<file path="src/rtl/tsp_pkg.sv">
package tsp_pkg;
   localparam int unsigned TSP_NUM_REGS = 3;
   localparam int unsigned TSP_IDX_W    = 2;

   typedef enum logic [1:0] {
      SEL_HALT    = 2'd0,
      SEL_VERDICT = 2'd1,
      SEL_NAMEPTR = 2'd2,
      SEL_NONE    = 2'd3
   } tsp_sel_e;

   typedef struct packed {
      logic halt;
      logic verdict;
      logic nameptr;
      logic reject;
   } tsp_cmd_t;

   typedef enum logic [1:0] {
      FS_IDLE = 2'd0,
      FS_REQ  = 2'd1,
      FS_WAIT = 2'd2
   } tsp_fetch_e;
endpackage

</file>
<file path="src/rtl/tsp_fetch.sv">
module tsp_fetch
   import tsp_pkg::*;
#(
   parameter int unsigned ADDR_W     = 32,
   parameter int unsigned DATA_W     = 32,
   parameter int unsigned NAME_BYTES = 16
) (
   input  logic                      clk,
   input  logic                      rst_n,
   input  logic                      start,
   input  logic [ADDR_W-1:0]         start_ptr,
   output logic                      m_valid,
   input  logic                      m_ready,
   output logic [ADDR_W-1:0]         m_addr,
   input  logic                      m_rvalid,
   input  logic [DATA_W-1:0]         m_rdata,
   output logic                      busy,
   output logic [NAME_BYTES*8-1:0]   name
);
   localparam int unsigned BYTES_PER_W = DATA_W / 8;
   localparam int unsigned WORDS       = NAME_BYTES / BYTES_PER_W;
   localparam int unsigned CNT_W       = (WORDS > 1) ? $clog2(WORDS) : 1;
   localparam int unsigned STEP_SH     = $clog2(BYTES_PER_W);
   localparam logic [CNT_W-1:0] LAST   = CNT_W'(WORDS - 1);

   tsp_fetch_e               state_q;
   logic [CNT_W-1:0]         cnt_q;
   logic [ADDR_W-1:0]        ptr_q;
   logic [WORDS-1:0][DATA_W-1:0] buf_q;
   logic                     capture;

   assign capture = (state_q == FS_WAIT) && m_rvalid;
   assign m_valid = (state_q == FS_REQ);
   assign m_addr  = ptr_q + (ADDR_W'(cnt_q) << STEP_SH);
   assign busy    = (state_q != FS_IDLE);
   assign name    = buf_q;

   always_ff @(posedge clk) begin
      if (!rst_n) begin
         state_q <= FS_IDLE;
         cnt_q   <= '0;
         ptr_q   <= '0;
      end else begin
         case (state_q)
            FS_IDLE: begin
               if (start) begin
                  ptr_q   <= start_ptr;
                  cnt_q   <= '0;
                  state_q <= FS_REQ;
               end
            end
            FS_REQ: begin
               if (m_ready) begin
                  state_q <= FS_WAIT;
               end
            end
            FS_WAIT: begin
               if (m_rvalid) begin
                  if (cnt_q == LAST) begin
                     state_q <= FS_IDLE;
                  end else begin
                     cnt_q   <= cnt_q + 1'b1;
                     state_q <= FS_REQ;
                  end
               end
            end
            default: state_q <= FS_IDLE;
         endcase
      end
   end

   for (genvar w = 0; w < WORDS; w++) begin : g_word
      if (w == WORDS - 1) begin : g_tail
         always_ff @(posedge clk) begin
            if (!rst_n) begin
               buf_q[w] <= '0;
            end else if (capture && cnt_q == CNT_W'(w)) begin
               buf_q[w] <= {8'h00, m_rdata[DATA_W-9:0]};
            end
         end
      end else begin : g_body
         always_ff @(posedge clk) begin
            if (!rst_n) begin
               buf_q[w] <= '0;
            end else if (capture && cnt_q == CNT_W'(w)) begin
               buf_q[w] <= m_rdata;
            end
         end
      end
   end
endmodule

</file>
<file path="config.mk">
export PLATFORM = sky130hd
export DESIGN_NAME = tsp_fetch
export DESIGN_NICKNAME = d
export VERILOG_FILES = /design/src/rtl/tsp_pkg.sv /design/src/rtl/tsp_fetch.sv
export SDC_FILE = /design/constraint.sdc
export NUM_CORES = 1
export LEC_CHECK = 0
export ABC_AREA = 1
export BUFFER_PORTS_ARGS = -buffer_cell sky130_fd_sc_hd__buf_4
export CAP_MARGIN = 15
export CORE_UTILIZATION = 54
export CTS_CLUSTER_DIAMETER = 100
export DETAILED_ROUTE_END_ITERATION = 12
export PLACE_DENSITY = 0.94
export SLEW_MARGIN = 30
export SYNTH_ARGS = -nofsm -noshare
export SYNTH_HDL_FRONTEND = slang
export SYNTH_SLANG_ARGS = --single-unit
</file>
<file path="constraint.sdc">
create_clock -name clk -period 4 [get_ports clk]
set_input_delay 0.2 -clock clk [delete_from_list [all_inputs] [get_ports clk]]
set_output_delay 0.2 -clock clk [all_outputs]
set_load 0.005 [all_outputs]
</file>
==> qor.csv <==
metric,value,unit
outcome,finished clean,
post-route setup TNS,0,ps
initial antenna violation count,0,
GPL Wtd Cong,0.912,
Worst R2R End,name[9],
largest net degree at the start of global routing,104,
antenna cells,0,
Hold Path Origin,start_ptr[5],
final hold slack,16.1,ps
residual DRC count,0,
clk slew on worst S/H paths,60,ps
via count,7136,
CTS max path bufs,2,
CTS tree,built,
Clock Sinks,156,
worst slew pin tran,853,ps
wire per inst,16.4,um
Synth area leader,dfxtp_1,
LEAKAGE,3.69,nW
Routed Wire Length,20.8,mm
fin area,8950,um^2
max-slew violations,0,
Power Dens Cells,411,nW/um^2
routed length on met2,10.3,mm
effective utilization at floorplan,55.3,%
final setup fails,0,
Port Buffer Count,222,
Mapped Cells,908,
Max Cap Viol,0,
Die Ht,113,um
"commonest non-fill, non-tap cell in the layout",buf_4,
Synth area leaders,"dfxtp_1 47%, nand2_1 12%, nand3_1 9.8%",
"commonest non-fill, non-tap cells in the layout","232 x buf_4, 219 x nand2_1, 156 x dfxtp_1",
minimum clock period,2570,ps
Iter 0 DRT Violations,860,
Worst-Skew Late Latency,420,ps
core area,12000,um^2
syn_area_per_cell,7.31,um^2
synthesized area,6640,um^2
share of the synthesized area in the top cell type,47.1,%
share of cells above drive strength 1,23.8,%
Post-CTS Setup Repair Bufs,0,
placed inst area,8200,um^2
clk root buf,clkbuf_16,
WHS Endpoint,ptr_q[5],
Metal-1 WL,7.86,mm
hold crit path type,in -> reg,
WP data required,3800,ps
Die W,113,um
crit path kind,reg -> out,
DR vias/cell,5.61,
RSZ-0062 raised after global routing,no,
library cells used by synthesis,24,
Yosys warnings,0,
Hold Crit Depth,3,
crit share post-route,64.3,%
number of global-route vias before repair,6677,
met3 WL post-DR,1.90,mm
hpwl dp,13.6,mm
gr ovfl total,0,
All-Layer GR Usage,32.4,%
uppermost layer routed,met4,
Pre-antenna DRT Iters,6,
#FFs+latches synth,156,
Critical Path AT,2370,ps
Antenna Nets Post-Route,0,
nets@finish,1188,
maximum clock rate,389,MHz
"IR drop worst, VDD",0.000227,V
FF-to-FF path depth,7,
worst-path maximum fanout,5,
R2R Setup Slk,1900,ps
Max-Slew Margin vs Limit,43.0,%
# IOs,231,
Syn-to-layout area delta,34.9,%
CTS H-tree lvls,4,
final cell count without fillers,1272,
crit end category,output port,
register area share after synthesis,47.1,%
first-pass GRT wire length,32.6,mm
CTS Buf Count,17,
placed insts,1224,
die area,12700,um^2
RR Startpoint,cnt_q[0],
CP startpoint kind,flop,
FP Rows,40,
Fin. Hold Viols,0,
post-layout util,74.5,%
clock skew,6.72,ps
==> per-stage QoR <==
step | setup slack [ps] | power, W
CTS | 1480 | 0.00368
detailed placement | 1940 | 0.00209
global route | 1340 | 0.00380
finish | 1430 | 0.00368
floorplan | 2260 | 0.00189
global placement | 1970 | 0.00208
==> flip-flops by register name (all words and copies together) (netlist names) <==
signal,count
state_q,2
cnt_q,2
name,120
ptr_q,32
==> power by group <==
part	switching [W]	internal (W)
Sequential	0.0000514	0.00160
Combinational	0.000252	0.000176
Clock	0.000624	0.000971
==> critical path, cell delays in order, from the launching register on <==
cell     delay [ps]
dfxtp_1         390
ha_1            250
fa_1            300
nand3_1         210
nor2_1          300
nand3_1         140
xnor2_1         220
buf_4           150
==> cells in the mapped netlist <==
| cell | count |
|---|---|
| dfxtp_1 | 156 |
| ha_1 | 6 |
| nand3b_1 | 8 |
| a21oi_1 | 129 |
| inv_1 | 20 |
| buf_4 | 10 |
| xnor2_1 | 7 |
| clkbuf_2 | 1 |
| nand2_1 | 219 |
| nor2_1 | 110 |
| nor2_2 | 1 |
| o21ai_0 | 33 |
| nor3_1 | 2 |
| buf_1 | 1 |
| buf_6 | 11 |
| clkbuf_1 | 40 |
| clkinv_1 | 2 |
| fa_1 | 1 |
| xor2_1 | 8 |
| conb_1 | 1 |
| buf_2 | 8 |
| inv_2 | 2 |
| nand3_1 | 130 |
| nor2_4 | 2 |
==> cells by family (layout without fill, tap and decap cells) <==
| kind of cell | count (synthesis) | in the layout | share of synthesized area (%) |
|---|---|---|---|
| AOI/OAI and AO/OA | 162 | 162 | 12.2 |
| buffers and inverters | 95 | 305 | 7.35 |
| and+or+nand+nor | 472 | 472 | 29.9 |
| adders and majority gates | 7 | 7 | 1.43 |
| DFF | 156 | 156 | 47.1 |
| other | 1 | 8 | 0.0565 |
| xor gates and xnor gates | 15 | 15 | 1.98 |
==> final cells by class <==
type,count,area [um^2]
well taps,147,184
inverters,24,91.3
clock buffers,23,478
repair buffers,249,1910
multi-input cells,664,3050
clock inverters,9,109
fillers,859,3060
flip-flops and latches,156,3120
==> layer usage <==
layer | global-route usage [%] | up-vias
li1 | - | 3373
met1 | 37.1 | 3272
met3 | 8.09 | 65
met4 | 16.7 | 0
met5 | 0 | -
met2 | 56.2 | 426
==> worst max path at each step <==
stage                  start    endpoint  slack (ps)  cells past startpoint
finish              cnt_q[0]  m_addr[16]        1430                      7
global route        cnt_q[0]  m_addr[16]        1340                      7
CTS                 cnt_q[0]  m_addr[16]        1480                      7
detailed placement  cnt_q[1]    name[10]        1940                      7
global placement    cnt_q[0]  m_addr[16]        1970                      7
floorplan           cnt_q[0]  m_addr[26]        2260                      9
==> what timing repair did <==
item	in CTS	in global routing
hold endpoints to repair	16	0
gates resized for setup	0	0
hold buffers	16	0
(Power assumes the default switching activity.)
